## config.mk

```make
export PLATFORM = sky130hd
export DESIGN_NAME = cmp_timer
export DESIGN_NICKNAME = d
export VERILOG_FILES = /design/src/rtl/tmr_pkg.sv /design/src/rtl/tk_div.sv /design/src/rtl/tk_count.sv /design/src/rtl/oc_chan.sv /design/src/rtl/cmp_timer.sv
export SDC_FILE = /design/constraint.sdc
export NUM_CORES = 1
export LEC_CHECK = 0
export ABC_AREA = 1
export BUFFER_PORTS_ARGS = -buffer_cell sky130_fd_sc_hd__buf_2
export CAP_MARGIN = 20
export CORE_MARGIN = 4
export CORE_UTILIZATION = 33
export DETAILED_ROUTE_END_ITERATION = 7
export PLACE_DENSITY_LB_ADDON = 0.08
export SKIP_CTS_REPAIR_TIMING = 1
export SLEW_MARGIN = 20
export SYNTH_ARGS = -nofsm -noshare
export SYNTH_HDL_FRONTEND = slang
export SYNTH_SLANG_ARGS = --single-unit
```

## constraint.sdc

```tcl
create_clock -name clk -period 3.1 [get_ports clk]
set_clock_uncertainty 0.2 [all_clocks]
set_input_delay 0.62 -clock clk [delete_from_list [all_inputs] [get_ports clk]]
set_output_delay 0.62 -clock clk [all_outputs]
set_load 0.005 [all_outputs]
```

## src/rtl/tmr_pkg.sv

```systemverilog
`timescale 1ns/1ps
package tmr_pkg;
  localparam int MODE_W = 3;
  typedef enum logic [MODE_W-1:0] {
    PA_NONE   = 3'd0,
    PA_TOGGLE = 3'd1,
    PA_LOW    = 3'd2,
    PA_HIGH   = 3'd3,
    PA_PULSE  = 3'd4
  } pin_act_e;
endpackage

```

## src/rtl/tk_div.sv

```systemverilog
`timescale 1ns/1ps
// Tick divider: passes one in (ratio+1) input ticks, restarts on idle or ratio change.
module tk_div #(
  parameter int W = 12
) (
  input  logic         clk,
  input  logic         rst,
  input  logic         run,
  input  logic         bypass,
  input  logic         in_tick,
  input  logic [W-1:0] ratio,
  output logic         out_tick
);
  logic [W-1:0] cnt_q, ratio_q;
  logic         chg;

  assign chg      = (ratio != ratio_q);
  assign out_tick = run && in_tick && (bypass || (!chg && cnt_q == ratio));

  always_ff @(posedge clk) begin
    if (rst) begin
      cnt_q   <= '0;
      ratio_q <= '0;
    end else begin
      ratio_q <= ratio;
      if (!run || chg)
        cnt_q <= '0;
      else if (in_tick && !bypass)
        cnt_q <= (cnt_q == ratio) ? '0 : cnt_q + 1'b1;
    end
  end
endmodule

```

## src/rtl/tk_count.sv

```systemverilog
`timescale 1ns/1ps
// Main counter with free-run / restart and clear-on-enable.
module tk_count #(
  parameter int W = 32
) (
  input  logic         clk,
  input  logic         rst,
  input  logic         en,
  input  logic         clr_on_en,
  input  logic         free_run,
  input  logic         tick,
  input  logic [W-1:0] reload_at,
  output logic         run,
  output logic [W-1:0] nxt,
  output logic [W-1:0] count,
  output logic         roll
);
  localparam logic [W-1:0] MAXV = {W{1'b1}};
  logic en_q, wrap;

  assign run = en && en_q;

  always_comb begin
    wrap = 1'b0;
    if (!free_run && count == reload_at) begin
      nxt = '0;
    end else if (count == MAXV) begin
      nxt  = '0;
      wrap = 1'b1;
    end else begin
      nxt = count + 1'b1;
    end
  end

  always_ff @(posedge clk) begin
    if (rst) begin
      en_q  <= 1'b0;
      count <= '0;
      roll  <= 1'b0;
    end else begin
      en_q <= en;
      roll <= tick && wrap;
      if (en && !en_q && clr_on_en)
        count <= '0;
      else if (tick)
        count <= nxt;
    end
  end
endmodule

```

## src/rtl/oc_chan.sv

```systemverilog
`timescale 1ns/1ps
// One compare channel: event pulse and pin action.
module oc_chan
  import tmr_pkg::*;
#(
  parameter int W = 32
) (
  input  logic              clk,
  input  logic              rst,
  input  logic              tick,
  input  logic [W-1:0]      nxt,
  input  logic [W-1:0]      cmp,
  input  logic [MODE_W-1:0] mode,
  input  logic              force_stb,
  output logic              evt,
  output logic              pin
);
  logic hit, trig, pul_q;

  assign hit  = tick && (nxt == cmp);
  assign trig = hit || force_stb;

  always_ff @(posedge clk) begin
    if (rst) begin
      evt   <= 1'b0;
      pin   <= 1'b0;
      pul_q <= 1'b0;
    end else begin
      evt <= hit;
      if (trig && mode == PA_PULSE)
        pul_q <= 1'b1;
      else if (tick)
        pul_q <= 1'b0;
      if (trig) begin
        case (mode)
          PA_TOGGLE: pin <= ~pin;
          PA_LOW:    pin <= 1'b0;
          PA_HIGH:   pin <= 1'b1;
          PA_PULSE:  pin <= 1'b0;
          default:   pin <= pin;
        endcase
      end else if (tick && pul_q) begin
        pin <= 1'b1;
      end
    end
  end
endmodule

```

## src/rtl/cmp_timer.sv

```systemverilog
`timescale 1ns/1ps
module cmp_timer
  import tmr_pkg::*;
#(
  parameter int CNT_W = 32,
  parameter int PRE_W = 12,
  parameter int OSC_W = 4,
  parameter int NCH   = 3
) (
  input  logic                   clk,
  input  logic                   rst,
  input  logic                   tick_in,
  input  logic                   en,
  input  logic                   clr_on_en,
  input  logic                   free_run,
  input  logic                   osc_sel,
  input  logic [OSC_W-1:0]       osc_div,
  input  logic [PRE_W-1:0]       presc,
  input  logic [NCH*CNT_W-1:0]   cmp_val,
  input  logic [NCH*MODE_W-1:0]  cmp_mode,
  input  logic [NCH-1:0]         force_stb,
  output logic [CNT_W-1:0]       count,
  output logic [NCH-1:0]         cmp_pin,
  output logic [NCH-1:0]         cmp_evt,
  output logic                   roll_evt
);
  logic             run, pre_tick, cnt_tick;
  logic [CNT_W-1:0] nxt;

  tk_div #(.W(OSC_W)) u_prediv (
    .clk(clk), .rst(rst), .run(run), .bypass(!osc_sel),
    .in_tick(tick_in), .ratio(osc_div), .out_tick(pre_tick)
  );

  tk_div #(.W(PRE_W)) u_presc (
    .clk(clk), .rst(rst), .run(run), .bypass(1'b0),
    .in_tick(pre_tick), .ratio(presc), .out_tick(cnt_tick)
  );

  tk_count #(.W(CNT_W)) u_cnt (
    .clk(clk), .rst(rst), .en(en), .clr_on_en(clr_on_en),
    .free_run(free_run), .tick(cnt_tick), .reload_at(cmp_val[CNT_W-1:0]),
    .run(run), .nxt(nxt), .count(count), .roll(roll_evt)
  );

  for (genvar i = 0; i < NCH; i++) begin : g_ch
    oc_chan #(.W(CNT_W)) u_ch (
      .clk(clk), .rst(rst), .tick(cnt_tick), .nxt(nxt),
      .cmp(cmp_val[i*CNT_W +: CNT_W]),
      .mode(cmp_mode[i*MODE_W +: MODE_W]),
      .force_stb(force_stb[i]),
      .evt(cmp_evt[i]), .pin(cmp_pin[i])
    );
  end
endmodule

```

---- After elaboration in Yosys (flattened, before gate mapping) ----
Cells that the tools add are included.
storage, ports and cells
  logic and storage cells ................. 113
  bits in registers ....................... 75
  output and inout port bits .............. 39
  input port bits ......................... 131
cells by class
  add/subtract/negate cells ............... 3
  multiplexer cells ....................... 19
  equality and inequality tests ........... 24
  bitwise operators ....................... 3
  reductions and logical operators ........ 48
operators by type and width
  cell                                                             count
  32-bit == test                                                   4
  32-bit two-way mux                                               2
  32-bit by 1-bit adder with 32-bit output, second input constant  1
  32-bit == test, second input constant                            1
  1-bit logical AND                                                21
  3-bit by 2-bit == test with 1-bit output, second input constant  6
  12-bit by 1-bit adder with 12-bit output, second input constant  1
  12-bit == test                                                   1
  1-bit two-way mux                                                12
  12-bit two-way mux                                               1
  12-bit inequality test                                           1
  4-bit inequality test, second input constant                     3
  2-bit nonzero test                                               6
  2-bit OR reduction                                               6
  3-bit by 1-bit == test with 1-bit output, second input constant  3
  3-bit == test, second input constant                             3
  1-bit one-hot mux with 3 select lines                            3
  1-bit logical NOT                                                6
  1-bit logical OR                                                 6
  2-bit AND reduction                                              3
  4-bit by 1-bit adder with 4-bit output, second input constant    1
  4-bit == test                                                    1
  4-bit two-way mux                                                1
  4-bit inequality test                                            1
  1-bit inverter                                                   3

---- Logic depth before layout (Yosys ltp) ----
  depth in word-level cells ............... 11
  gate-level depth with buffers ........... 23
  depth with buffers taken out ............ 22

---- Hierarchy ----
Synthesis repeated with hierarchy kept, for this count alone.
unflattened totals
  cells, all modules ...................... 1495
  area total of the unflattened synthesis .. 7985.2 um^2
by module, submodules not included
  module             sequential area each (um^2)  instances  area an instance (um^2)  cells an instance
  tk_count           680.7                        1          3103.0                   549
  oc_chan            60.1                         3          1012.2                   219
  tk_div (u_presc)   480.5                        1          1353.8                   208
  tk_div (u_prediv)  160.2                        1          484.2                    79
  cmp_timer          0.0                          1          7.5                      2

---- Worst setup path before layout ----
Ideal clock, no wire load.
  path kind ............................... register to register
  start point ............................. register u_cnt.count[0]
  end point ............................... register g_ch[1].u_ch.pin
  library setup time ...................... 113 ps
  path slack .............................. 602 ps
  arrival time ............................ 2185 ps
  path buffers ............................ 0
  clock period less this slack ............ 2498 ps
  cell stages (with the launch flop) ...... 18
  required time ........................... 2787 ps
  path through ............................ dfxtp_1 ha_1 nand3_2 inv_2 nand2_4 nor2_4 nor3b_4 nor2_1 nand2_2 o21ai_0 nor2_1 nand3_1 nor2_1 nand3_1 nand2_1 nand2_1 nand2_1 nor2_1
on the way
  word-level cells in the longest chain between the ends .. 8
  elaborated cells between the ends (all ways) .. 13
  those cells by class .................... add/sub: 1; eq/ne: 4; mux: 3; reduce/logical: 5
ends and longest elaborated chain
  item                                                                          RTL line                        RTL
  start, declared                                                               tk_count.sv:15                  output logic [W-1:0] count,
  start signal, assigned                                                        tk_count.sv:46                  count <= nxt;
  32-bit by 1-bit adder with 32-bit output (tied with other cells)              tk_count.sv:31                  nxt = count + 1'b1;
  32-bit two-way mux or 1-bit logical AND (tied branches)                       tk_count.sv:27, tk_count.sv:25
  32-bit two-way mux *                                                          tk_count.sv:25                  if (!free_run && count == reload_at) begin
  32-bit == test *                                                              oc_chan.sv:20                   assign hit = tick && (nxt == cmp);
  1-bit logical AND *                                                           oc_chan.sv:20
  1-bit logical OR *                                                            oc_chan.sv:21                   assign trig = hit || force_stb;
  4-bit inequality test (no source line) or 2-bit nonzero test (tied branches)  --
  2-bit AND reduction (no source line)                                          --
  end signal, assigned                                                          oc_chan.sv:36                   PA_TOGGLE: pin <= ~pin;
  end signal, assigned                                                          oc_chan.sv:40                   default: pin <= pin;
  end, declared                                                                 oc_chan.sv:16                   output logic pin
Mark *: on every way between the ends. The rest lies on a longest branch, timed or not.
A chain may end at the register's enable or synchronous reset.

---- Worst setup path in the final report ----
  start point ............................. register u_cnt.count[2]
  end point ............................... register g_ch[0].u_ch.pin
on the way
  word-level cells in the longest chain between the ends .. 8
  elaborated cells between the ends (all ways) .. 13
  those cells by class .................... add/sub: 1; eq/ne: 4; mux: 3; reduce/logical: 5
ends and longest elaborated chain
  item                                                                          RTL line
  32-bit by 1-bit adder with 32-bit output (tied with other cells)              tk_count.sv:31
  32-bit two-way mux or 1-bit logical AND (tied branches)                       tk_count.sv:27, tk_count.sv:25
  32-bit two-way mux *                                                          tk_count.sv:25
  32-bit == test *                                                              oc_chan.sv:20
  1-bit logical AND *                                                           oc_chan.sv:20
  1-bit logical OR *                                                            oc_chan.sv:21
  4-bit inequality test (no source line) or 2-bit nonzero test (tied branches)  --
  2-bit AND reduction (no source line)                                          --
  end signal, assigned                                                          oc_chan.sv:36
  end signal, assigned                                                          oc_chan.sv:40
  end, declared                                                                 oc_chan.sv:16
Marked as above.

==> results.json <==
{
  "outcome": "finished, final reports clean",
  "clockBufferDepth": 2,
  "rows": 51,
  "postSynthCellCount": 1157,
  "fin_util_pct": 50.6,
  "fmax_mhz": 335,
  "report.final.slew_viol_count": 0,
  "worst_hold_slack_ps": 268,
  "antenna_found_initial": 2,
  "htreeDepth": 3,
  "end_kind": "flip-flop",
  "initial_core_util_pct": 33.8,
  "cts_tree": "built",
  "antenna_left": 0,
  "relSlewSlack_pct": 65.8,
  "rsz0062_at_grt": "true",
  "grt_overflow": 0,
  "io_buffer_count": 169,
  "grt_max_degree": 46,
  "max_cap_violations": 0,
  "fill_cells": 2179,
  "synth_edf_count": 0,
  "p_leak_uw": 0.00498,
  "clock_sinks": 75,
  "crit_path_max_fanout": 6,
  "synthArstFlopShare_pct": 0,
  "die_w_um": 150,
  "drt_iter0_drc": 648,
  "core_area_mm2": 0.0197,
  "setup.worst_path.class": "reg -> reg",
  "hold_depth": 2,
  "synth_area_per_cell_um2": 5.74,
  "synth_area_mm2": 0.00664,
  "grtUsageTotal_pct": 26.2,
  "first_global_vias": 7984,
  "arrival_ps": 3050,
  "place_hpwl_um": 24600,
  "clk_pin_slew_ps": 70,
  "via_per_inst": 4.86,
  "r2r_cells": 19,
  "clk_latency_ps": 360,
  "vias": 8684,
  "cts_buffers": 9,
  "gp_congestion": 0.986,
  "crit_required_ps": 3160,
  "die_y_um": 150,
  "setup_violations": 0,
  "drt_wl_total_um": 31000,
  "num_io_pins": 170,
  "dieArea_mm2": 0.0225,
  "fin_cells": 1785,
  "hold_class": "reg -> reg",
  "first_pass_iters": 5,
  "ys_seq_elements": 75,
  "wl_per_cell_um": 17.4,
  "post-route-period-util_pct": 96.4,
  "ys_seq_area_share_pct": 22.6,
  "area_growth_pct": 49.7,
  "synth_fp_nets": 1291,
  "grt_pass1_wl_um": 44400,
  "fin_nets": 1646,
  "finalHoldViolCount": 0,
  "ys_types": 40,
  "fin_tns_setup_ps": 0,
  "drc": 0,
  "min_period_ps": 2990,
  "yosys_warnings": 0,
  "worst_slew_pin_slew_ps": 513,
  "peakVddDrop_uv": 297,
  "synth_ff_type": "dfxtp_1",
  "drive_gt1_share_pct": 32.9,
  "root_buffer": "clkbuf_16",
  "dp.cells": 1753,
  "critPathLaunchType": "flip-flop",
  "power.density_mw_per_mm2": 254
}
==> cell usage after synthesis (2+ instances only) <==
library cell | instances | share of area (%)
a211oi_1 | 3 | 0.34
a21boi_0 | 2 | 0.23
a21o_1 | 3 | 0.34
a21oi_1 | 52 | 3.9
buf_2 | 6 | 0.45
buf_4 | 8 | 0.90
buf_6 | 2 | 0.34
clkbuf_1 | 12 | 0.68
clkbuf_2 | 2 | 0.15
dfxtp_1 | 75 | 23
ha_1 | 3 | 0.57
inv_1 | 136 | 7.7
inv_2 | 5 | 0.28
nand2_1 | 369 | 21
nand2_2 | 3 | 0.28
nand3_1 | 75 | 5.7
nand3_2 | 2 | 0.30
nand3b_1 | 43 | 4.9
nand4_1 | 20 | 1.9
nor2_1 | 157 | 8.9
nor2_2 | 9 | 0.85
nor2_4 | 2 | 0.34
nor3_1 | 11 | 0.83
o211ai_1 | 3 | 0.34
o21ai_0 | 66 | 5.0
o21ai_1 | 5 | 0.38
or2_2 | 2 | 0.19
xnor2_1 | 37 | 4.9
xor2_1 | 33 | 4.4
==> area by class of cell <==
| type | instances | area [um2] | share of cell area [%] |
|---|---|---|---|
| diodes | 3 | 7.51 | 0.0756 |
| clock buffers | 9 | 225 | 2.27 |
| clock inverters | 7 | 65.1 | 0.655 |
| inverters | 141 | 534 | 5.38 |
| multi-input cells | 911 | 4720 | 47.5 |
| flip-flops and latches | 75 | 1540 | 15.5 |
| well taps | 265 | 332 | 3.34 |
| repair buffers | 374 | 2510 | 25.3 |
==> metrics by stage <==
stage	setup slack (ps)	total power, uW	cell area (um2)
4_1_cts	-359	2550	9430
3_5_place_dp	-551	1430	9140
2_1_floorplan	602	1200	6640
6_report	112	2520	9940
5_1_grt	-48.7	2620	9930
3_3_place_gp	-597	1440	9140
==> layer usage <==
layer / global-route usage [%] / up-vias / share of wire, %
li1: - / 4386 / -
met3: 4.21 / 59 / 7.3
met5: 0 / - / 0
met1: 36.0 / 3885 / 45
met2: 41.7 / 354 / 44
met4: 8.83 / 0 / 3.1
==> worst paths after layout <==
path	from	to	slack, ps
max reg2reg	u_cnt.count[2]$_SDFFE_PP0P_	g_ch[0].u_ch.pin$_SDFFE_PP0P_	110
min	g_ch[0].u_ch.pul_q$_SDFFE_PP0P_	g_ch[0].u_ch.pul_q$_SDFFE_PP0P_	270
max	u_cnt.count[2]$_SDFFE_PP0P_	g_ch[0].u_ch.pin$_SDFFE_PP0P_	110
min reg2reg	g_ch[0].u_ch.pul_q$_SDFFE_PP0P_	g_ch[0].u_ch.pul_q$_SDFFE_PP0P_	270
==> report_power, final <==
part / internal (uW) / leakage (uW) / total, uW / switching [uW]
Clock: 567 / 0.000141 / 1100 / 537
Combinational: 202 / 0.00422 / 437 / 235
Sequential: 973 / 0.000622 / 982 / 9.06
==> cell usage in the layout, fill, tap and decap left out, types with 3 or more instances in the layout <==
| cell type | instances |
|---|---|
| nand2_1 | 350 |
| buf_4 | 192 |
| buf_2 | 169 |
| inv_1 | 135 |
| nor2_1 | 132 |
| nand3_1 | 66 |
| o21ai_0 | 65 |
| dfxtp_1 | 55 |
| a21oi_1 | 50 |
| nand3b_1 | 43 |
| xnor2_1 | 36 |
| xor2_1 | 31 |
| nor2_2 | 26 |
| nand4_1 | 20 |
| nand2_2 | 20 |
| dfxtp_2 | 14 |
| clkbuf_16 | 13 |
| nand3_2 | 10 |
| nor2_4 | 10 |
| nor3_1 | 10 |
| o21ai_1 | 6 |
| buf_6 | 6 |
| dfxtp_4 | 6 |
| inv_2 | 5 |
| inv_6 | 5 |
| diode_2 | 3 |
| a211oi_1 | 3 |
| o211ai_1 | 3 |
| a21o_1 | 3 |
| nand2_4 | 3 |
| buf_12 | 3 |
==> state kept, by name (all words and copies together) (netlist names) <==
register,count
u_prediv.cnt_q,4
g_ch.u_ch.evt,3
g_ch.u_ch.pin,3
g_ch.u_ch.pul_q,3
u_presc.ratio_q,12
u_cnt.count,32
u_prediv.ratio_q,4
u_cnt.en_q,1
u_cnt.roll,1
u_presc.cnt_q,12
==> logic make-up (layout without fill, tap and decap cells) <==
kind of cell | after synthesis | count (layout) | synth area share, %
adders and majority gates | 3 | 3 | 0.565
buffers and inverters | 172 | 531 | 10.6
and+or+nand+nor | 699 | 700 | 46.0
DFF | 75 | 75 | 22.6
AOI/OAI and AO/OA | 138 | 138 | 11.1
other | 0 | 3 | 0
xor gates and xnor gates | 70 | 70 | 9.23
==> critical path, cell delays in order (launching register included) <==
cell and delay, ps:
dfxtp_4 370, buf_6 120, xor2_1 150, nor2_1 140, nand3_1 160, nor2_1 120, buf_4 150, nand3_4 150
clkbuf_16 230, buf_4 150, nand3_2 80, nand2_1 80, nor2_1 90, nand2_1 60, nor2_1 140, nand3_1 110
o21bai_2 210, nand2_1 70, nand2_1 60, nor2_1 40
Note: power is estimated with default switching activity, not from simulation.
